==> src/rtl/axk_pkg.sv <==
// Package axk_pkg
// Holds the register offsets and the build stamp of the adder wrapper.
// Assumes 32-bit words aligned on 4-byte boundaries.
package axk_pkg;
    localparam int unsigned OFF_SOFTRST = 32'h000;
    localparam int unsigned OFF_ENABLE  = 32'h004;
    localparam int unsigned OFF_STAMP   = 32'h008;
    localparam int unsigned OFF_OPND_A  = 32'h100;
    localparam int unsigned OFF_OPND_B  = 32'h104;
    localparam int unsigned OFF_RESULT  = 32'h108;

    localparam logic [31:0] BUILD_STAMP = 32'd2103081659;

    localparam logic [1:0] RESP_OKAY = 2'b00;
endpackage

==> src/rtl/axk_wr_port.sv <==
// Module axk_wr_port
// Accepts one write address and one write data beat, in either order or
// together. When both are held it issues a single commit strobe, then keeps
// the write response up until the master takes it. Assumes the master does
// not drop its valid signals before the handshake.
module axk_wr_port #(
    parameter int ADDR_W = 12,
    parameter int DATA_W = 32
) (
    input  logic                  clk,
    input  logic                  rst_n,
    input  logic                  awvalid,
    output logic                  awready,
    input  logic [ADDR_W-1:0]     awaddr,
    input  logic                  wvalid,
    output logic                  wready,
    input  logic [DATA_W-1:0]     wdata,
    input  logic [DATA_W/8-1:0]   wstrb,
    output logic                  bvalid,
    input  logic                  bready,
    output logic [1:0]            bresp,
    output logic                  wr_en,
    output logic [ADDR_W-1:0]     wr_addr,
    output logic [DATA_W-1:0]     wr_data,
    output logic [DATA_W/8-1:0]   wr_strb
);
    import axk_pkg::*;

    logic aw_full;
    logic w_full;

    assign awready = !aw_full;
    assign wready  = !w_full;
    assign wr_en   = aw_full && w_full && !bvalid;
    assign bresp   = RESP_OKAY;

    // Capture the write address and hold it until the commit.
    always_ff @(posedge clk) begin
        if (!rst_n) begin
            aw_full <= 1'b0;
            wr_addr <= '0;
        end else if (awvalid && awready) begin
            aw_full <= 1'b1;
            wr_addr <= awaddr;
        end else if (wr_en) begin
            aw_full <= 1'b0;
        end
    end

    // Capture the write data and strobes and hold them until the commit.
    always_ff @(posedge clk) begin
        if (!rst_n) begin
            w_full  <= 1'b0;
            wr_data <= '0;
            wr_strb <= '0;
        end else if (wvalid && wready) begin
            w_full  <= 1'b1;
            wr_data <= wdata;
            wr_strb <= wstrb;
        end else if (wr_en) begin
            w_full <= 1'b0;
        end
    end

    // Raise the response on commit and drop it once the master takes it.
    always_ff @(posedge clk) begin
        if (!rst_n)       bvalid <= 1'b0;
        else if (wr_en)   bvalid <= 1'b1;
        else if (bready)  bvalid <= 1'b0;
    end

    assert_bvalid_hold_R1: assert property (@(posedge clk) disable iff (!rst_n)
        bvalid && !bready |=> bvalid);

    assert_commit_gives_resp_R1: assert property (@(posedge clk) disable iff (!rst_n)
        wr_en |=> bvalid && !aw_full && !w_full);
endmodule

==> src/rtl/axk_rd_port.sv <==
// Module axk_rd_port
// Serves one read at a time. On the address handshake it latches the value
// the decoder returns for the offered address, then holds the response
// until the master takes it. Assumes the decoder output is combinational
// in rd_addr.
module axk_rd_port #(
    parameter int ADDR_W = 12,
    parameter int DATA_W = 32
) (
    input  logic              clk,
    input  logic              rst_n,
    input  logic              arvalid,
    output logic              arready,
    input  logic [ADDR_W-1:0] araddr,
    output logic              rvalid,
    input  logic              rready,
    output logic [DATA_W-1:0] rdata,
    output logic [1:0]        rresp,
    output logic [ADDR_W-1:0] rd_addr,
    input  logic [DATA_W-1:0] rd_val
);
    import axk_pkg::*;

    assign arready = !rvalid;
    assign rd_addr = araddr;
    assign rresp   = RESP_OKAY;

    // Latch the decoded word on accept and release it on rready.
    always_ff @(posedge clk) begin
        if (!rst_n) begin
            rvalid <= 1'b0;
            rdata  <= '0;
        end else if (arvalid && arready) begin
            rvalid <= 1'b1;
            rdata  <= rd_val;
        end else if (rready) begin
            rvalid <= 1'b0;
        end
    end

    assert_rvalid_hold_R2: assert property (@(posedge clk) disable iff (!rst_n)
        rvalid && !rready |=> rvalid && $stable(rdata));

    assert_accept_gives_resp_R2: assert property (@(posedge clk) disable iff (!rst_n)
        arvalid && arready |=> rvalid);
endmodule

==> src/rtl/axk_kernel.sv <==
// Module axk_kernel
// Placeholder compute kernel. It adds two unsigned Q1.15 operands and
// registers the sum rescaled to Q2.14, dropping the lowest bit. The result
// holds while en is low. rst_n here is the combined core reset.
module axk_kernel #(
    parameter int SMP_W = 16
) (
    input  logic             clk,
    input  logic             rst_n,
    input  logic             en,
    input  logic [SMP_W-1:0] in_a,
    input  logic [SMP_W-1:0] in_b,
    output logic [SMP_W-1:0] res
);
    localparam int SUM_W = SMP_W + 1;

    logic [SUM_W-1:0] sum;
    logic             unused_lsb;

    assign sum        = {1'b0, in_a} + {1'b0, in_b};
    assign unused_lsb = sum[0];

    // Register the rescaled sum whenever the kernel is enabled.
    always_ff @(posedge clk) begin
        if (!rst_n)   res <= '0;
        else if (en)  res <= sum[SUM_W-1:1];
    end

    assert_hold_when_off_R7: assert property (@(posedge clk) disable iff (!rst_n)
        !en |=> $stable(res));
endmodule

==> src/rtl/axil_kernel_wrap.sv <==
// Module axil_kernel_wrap
// AXI4-Lite slave wrapper around axk_kernel. It decodes word offsets, keeps
// the two operand registers and the enable, makes a one-cycle soft reset
// pulse, and returns the stamp and the result on reads. Writable registers
// read as zero. Assumes DATA_W is 32 and SMP_W is a multiple of 8.
module axil_kernel_wrap #(
    parameter int ADDR_W = 12,
    parameter int DATA_W = 32,
    parameter int SMP_W  = 16
) (
    input  logic                clk,
    input  logic                rst_n,
    input  logic                s_awvalid,
    output logic                s_awready,
    input  logic [ADDR_W-1:0]   s_awaddr,
    input  logic                s_wvalid,
    output logic                s_wready,
    input  logic [DATA_W-1:0]   s_wdata,
    input  logic [DATA_W/8-1:0] s_wstrb,
    output logic                s_bvalid,
    input  logic                s_bready,
    output logic [1:0]          s_bresp,
    input  logic                s_arvalid,
    output logic                s_arready,
    input  logic [ADDR_W-1:0]   s_araddr,
    output logic                s_rvalid,
    input  logic                s_rready,
    output logic [DATA_W-1:0]   s_rdata,
    output logic [1:0]          s_rresp
);
    import axk_pkg::*;

    localparam int STRB_W = DATA_W / 8;
    localparam int LANES  = SMP_W / 8;
    localparam int WORD_W = ADDR_W - 2;

    localparam logic [WORD_W-1:0] W_SOFTRST = WORD_W'(OFF_SOFTRST >> 2);
    localparam logic [WORD_W-1:0] W_ENABLE  = WORD_W'(OFF_ENABLE  >> 2);
    localparam logic [WORD_W-1:0] W_STAMP   = WORD_W'(OFF_STAMP   >> 2);
    localparam logic [WORD_W-1:0] W_OPND_A  = WORD_W'(OFF_OPND_A  >> 2);
    localparam logic [WORD_W-1:0] W_OPND_B  = WORD_W'(OFF_OPND_B  >> 2);
    localparam logic [WORD_W-1:0] W_RESULT  = WORD_W'(OFF_RESULT  >> 2);

    logic              wr_en;
    logic [ADDR_W-1:0] wr_addr;
    logic [DATA_W-1:0] wr_data;
    logic [STRB_W-1:0] wr_strb;
    logic [ADDR_W-1:0] rd_addr;
    logic [DATA_W-1:0] rd_val;

    logic [SMP_W-1:0]  opnd_a_q;
    logic [SMP_W-1:0]  opnd_b_q;
    logic [SMP_W-1:0]  result;
    logic              en_q;
    logic              soft_q;
    logic              core_rst_n;

    logic [WORD_W-1:0] wr_word;
    logic [WORD_W-1:0] rd_word;
    logic              sel_rst;
    logic              sel_en;
    logic              sel_a;
    logic              sel_b;
    logic              unused_bits;

    axk_wr_port #(.ADDR_W(ADDR_W), .DATA_W(DATA_W)) u_wr (
        .clk     (clk),
        .rst_n   (rst_n),
        .awvalid (s_awvalid),
        .awready (s_awready),
        .awaddr  (s_awaddr),
        .wvalid  (s_wvalid),
        .wready  (s_wready),
        .wdata   (s_wdata),
        .wstrb   (s_wstrb),
        .bvalid  (s_bvalid),
        .bready  (s_bready),
        .bresp   (s_bresp),
        .wr_en   (wr_en),
        .wr_addr (wr_addr),
        .wr_data (wr_data),
        .wr_strb (wr_strb)
    );

    axk_rd_port #(.ADDR_W(ADDR_W), .DATA_W(DATA_W)) u_rd (
        .clk     (clk),
        .rst_n   (rst_n),
        .arvalid (s_arvalid),
        .arready (s_arready),
        .araddr  (s_araddr),
        .rvalid  (s_rvalid),
        .rready  (s_rready),
        .rdata   (s_rdata),
        .rresp   (s_rresp),
        .rd_addr (rd_addr),
        .rd_val  (rd_val)
    );

    axk_kernel #(.SMP_W(SMP_W)) u_kernel (
        .clk   (clk),
        .rst_n (core_rst_n),
        .en    (en_q),
        .in_a  (opnd_a_q),
        .in_b  (opnd_b_q),
        .res   (result)
    );

    assign wr_word    = wr_addr[ADDR_W-1:2];
    assign rd_word    = rd_addr[ADDR_W-1:2];
    assign sel_rst    = wr_en && (wr_word == W_SOFTRST);
    assign sel_en     = wr_en && (wr_word == W_ENABLE);
    assign sel_a      = wr_en && (wr_word == W_OPND_A);
    assign sel_b      = wr_en && (wr_word == W_OPND_B);
    assign core_rst_n = rst_n && !soft_q;
    assign unused_bits = ^{wr_addr[1:0], rd_addr[1:0], wr_data[DATA_W-1:SMP_W],
                           wr_strb[STRB_W-1:LANES]};

    // Make the self-clearing soft reset pulse from a write of bit 0.
    always_ff @(posedge clk) begin
        if (!rst_n) soft_q <= 1'b0;
        else        soft_q <= sel_rst && wr_strb[0] && wr_data[0];
    end

    // Hold the kernel enable, which comes out of reset set.
    always_ff @(posedge clk) begin
        if (!core_rst_n)              en_q <= 1'b1;
        else if (sel_en && wr_strb[0]) en_q <= wr_data[0];
    end

    // Update the operand registers one byte lane at a time.
    always_ff @(posedge clk) begin
        if (!core_rst_n) begin
            opnd_a_q <= '0;
            opnd_b_q <= '0;
        end else begin
            for (int l = 0; l < LANES; l++) begin
                if (sel_a && wr_strb[l]) opnd_a_q[l*8 +: 8] <= wr_data[l*8 +: 8];
                if (sel_b && wr_strb[l]) opnd_b_q[l*8 +: 8] <= wr_data[l*8 +: 8];
            end
        end
    end

    // Pick the read word. Writable and unmapped words return zero.
    always_comb begin
        rd_val = '0;
        if (rd_word == W_STAMP)       rd_val = DATA_W'(BUILD_STAMP);
        else if (rd_word == W_RESULT) rd_val = DATA_W'(result);
    end

    assert_pulse_single_R8: assert property (@(posedge clk) disable iff (!rst_n)
        soft_q |=> !soft_q);

    assert_pulse_clears_R8: assert property (@(posedge clk) disable iff (!rst_n)
        soft_q |=> en_q && opnd_a_q == '0 && opnd_b_q == '0 && result == '0);
endmodule

==> config.mk <==
export PLATFORM = sky130hd
export DESIGN_NAME = axil_kernel_wrap
export DESIGN_NICKNAME = d
export VERILOG_FILES = /design/src/rtl/axk_pkg.sv /design/src/rtl/axk_wr_port.sv /design/src/rtl/axk_rd_port.sv /design/src/rtl/axk_kernel.sv /design/src/rtl/axil_kernel_wrap.sv
export SDC_FILE = /design/constraint.sdc
export NUM_CORES = 1
export LEC_CHECK = 0
export BUFFER_PORTS_ARGS = -buffer_cell sky130_fd_sc_hd__buf_2
export CAP_MARGIN = 15
export CORE_MARGIN = 10
export CORE_UTILIZATION = 55
export CTS_BUF_LIST = sky130_fd_sc_hd__clkbuf_8
export CTS_CLUSTER_SIZE = 20
export DETAILED_ROUTE_END_ITERATION = 10
export MAX_ROUTING_LAYER = met4
export PLACE_DENSITY_LB_ADDON = 0.2
export SYNTH_ARGS = -nofsm -noshare
export SYNTH_HDL_FRONTEND = slang
export SYNTH_HIERARCHICAL = 1
export SYNTH_SLANG_ARGS = --single-unit
==> constraint.sdc <==
create_clock -name clk -period 5.65 [get_ports clk]
set_input_delay 0.565 -clock clk [delete_from_list [all_inputs] [get_ports clk]]
set_output_delay 0.565 -clock clk [all_outputs]
set_load 0.1 [all_outputs]
==> results.py <==
metrics = {
    "timing": {
        "fin_crit_sh_pct": 41.30,
        "rsz0062_at_grt": "false",
        "worst_slew_pin_slew_ns": 1.139,
        "maxSlewViolCount": 0,
        "setup_violations": 0,
        "layout_setup_ws_ns": 3.317,
        "finalClockSkew_ns": 0.008017,
        "relSlewSlack_pct": 23.92,
        "hold_viol_final": 0,
        "min_period_ns": 2.333,
        "fin_setup_tns_ns": 0,
        "clock.fmax_mhz": 428.6,
    },
    "power_and_ir_drop": {
        "power_mw": 1.767,
        "leakagePower_nw": 2.863,
        "power.density_mw_per_mm2": 278.6,
        "combPwrFrac_pct": 9.3,
        "p_int_mw": 1.335,
        "vdd_drop_max_uv": 134.2,
        "p_switching_mw": 0.4323,
        "clock_power_share_pct": 43.5,
        "p_sw_share_pct": 24.46,
        "seqPwrFrac_pct": 47.2,
    },
    "detailed_routing": {
        "drc_errors": 0,
        "vias": 4283,
        "routedWlPerCell_um": 13.66,
        "ant_nets": 0,
        "routed_wl_um": 11570,
        "vias_per_cell": 5.057,
        "dr_wl_met2_um": 4970,
        "wl_met1_um": 5764,
        "route.top_layer_used": "met4",
        "drt_pass1_iterations": 4,
        "first_iter_violations": 297,
        "wl_met3_um": 727,
    },
    "clocking": {
        "cts-resized-gates": 0,
        "cts.clk_slew.worst_paths_ns": 0.06,
        "postCtsSetupRepairBufs": 0,
        "clk_path_buf_depth": 2,
        "clkLatencyLatePin_ns": 0.42,
        "cts_sinks": 114,
        "cts_tree": "yes",
        "clockRootBuffer": "clkbuf_8",
        "cts_buffers": 17,
        "htreeDepth": 4,
        "holdBufCountCts": 0,
    },
    "global_route": {
        "antenna_found_initial": 0,
        "grt_max_degree": 100,
        "grt_pass1_wl_um": 19470,
        "first_global_vias": 4176,
        "grtUsageTotal_pct": 16.25,
        "grt_overflow": 0,
    },
    "die": {
        "io_pins": 108,
        "die_w_um": 122.7,
        "core-area_mm2": 0.01028,
        "die_y_um": 122.7,
        "die_area_mm2": 0.01505,
        "fp-row-count": 37,
        "initial_core_util_pct": 56.42,
    },
    "place": {
        "portBuffers": 81,
        "placed_area_mm2": 0.005936,
        "hpwl_um": 8399,
        "place_congestion": 0.8579,
        "pre_cts_ws_ns": 3.246,
    },
    "cells_and_area": {
        "area_growth_syn_to_layout_pct": 9.430,
        "antenna-diode-count": 0,
        "regArea_mm2": 0.002282,
        "post-route-util_pct": 61.74,
        "final_layout_size_suffix_gt1_share_pct": 18.00,
        "final_cell_mix": "nand2_1 (187), dfxtp_1 (114), mux2i_1 (95), buf_2 (80), a21oi_1 (25)",
        "fill_cells": 942,
        "mostFrequentLayoutCell": "nand2_1",
        "final_nets": 783,
        "multi_input_area_mm2": 0.003000,
        "fin_area_mm2": 0.006345,
    },
    "critical_path": {
        "critPathCaptureType": "register",
        "crit_type": "register to register",
        "worst_r2r_path_depth": 4,
        "required_ns": 6.00,
        "critical_path_arrival_ns": 2.68,
        "cp_max_fo": 8,
        "cp-start-kind": "register",
    },
    "status": {
        "status": "complete, no violations",
    },
    "worst_hold_path": {
        "hold_path_class": "primary input to register",
        "whs_path_depth": 3,
    },
    "synth": {
        "syn_area_mm2": 0.005798,
        "yosysWarnings": 6,
        "syn-instance-count": 648,
        "avgSynthCellArea_um2": 8.948,
    },
    "flow_run": {
        "maxCapViolCount": 0,
    },
}
-- layer usage --
metal	vias to the layer above	global-route usage, %
li1	2276	-
met2	101	23.90
met5	-	-
met1	1893	20.82
met4	0	6.186
met3	13	4.408
-- per-stage QoR --
stage               hold slack (ns)  std cells
floorplan                    0.4256        655
global placement             0.4380        817
detailed placement           0.4443        817
CTS                          0.3587        847
global route                 0.3664        847
finish                       0.3838        847
-- power groups by stage --
stage          sequential (mW)  clock (mW)  combinational [mW]
2_1_floorplan            0.876           0               0.135
3_3_place_gp             0.850           0               0.162
3_5_place_dp             0.852           0               0.165
4_1_cts                  0.834       0.789               0.165
5_1_grt                  0.836       0.822               0.178
6_report                 0.834       0.770               0.164
-- final timing paths --
kind | start | slack, ns | endpoint
setup / recovery | u_wr/w_full | 3.32 | opnd_a_q[2]
hold / removal | s_awaddr[8] | 0.38 | u_wr/wr_addr[8]
setup reg to reg | u_wr/w_full | 3.32 | opnd_a_q[2]
hold reg to reg | u_rd/rdata[6] | 0.45 | u_rd/rdata[6]
-- final cells by class --
cell class | count | share of cell area (%)
flip-flops and latches | 114 | 35.97
repair buffers | 83 | 6.665
multi-input cells | 468 | 47.29
clock buffers | 24 | 5.206
inverters | 16 | 0.9466
clock inverters | 6 | 1.242
well taps | 136 | 2.682
-- worst max-delay path, cell delays in order (launching register included) --
cell     delay, ns
dfxtp_1       0.38
and3b_1       0.24
or4b_1        0.63
nor4_4        0.75
mux2i_1       0.25
-- registers in the layout, indices dropped and copies added (netlist names), 2 cells and up --
| name | count |
|---|---|
| opnd_a_q | 16 |
| opnd_b_q | 16 |
| u_kernel/res | 16 |
| u_rd/rdata | 32 |
| u_wr/wr_addr | 10 |
| u_wr/wr_data | 16 |
| u_wr/wr_strb | 2 |
No activity file was read; power rests on OpenSTA's default activity.
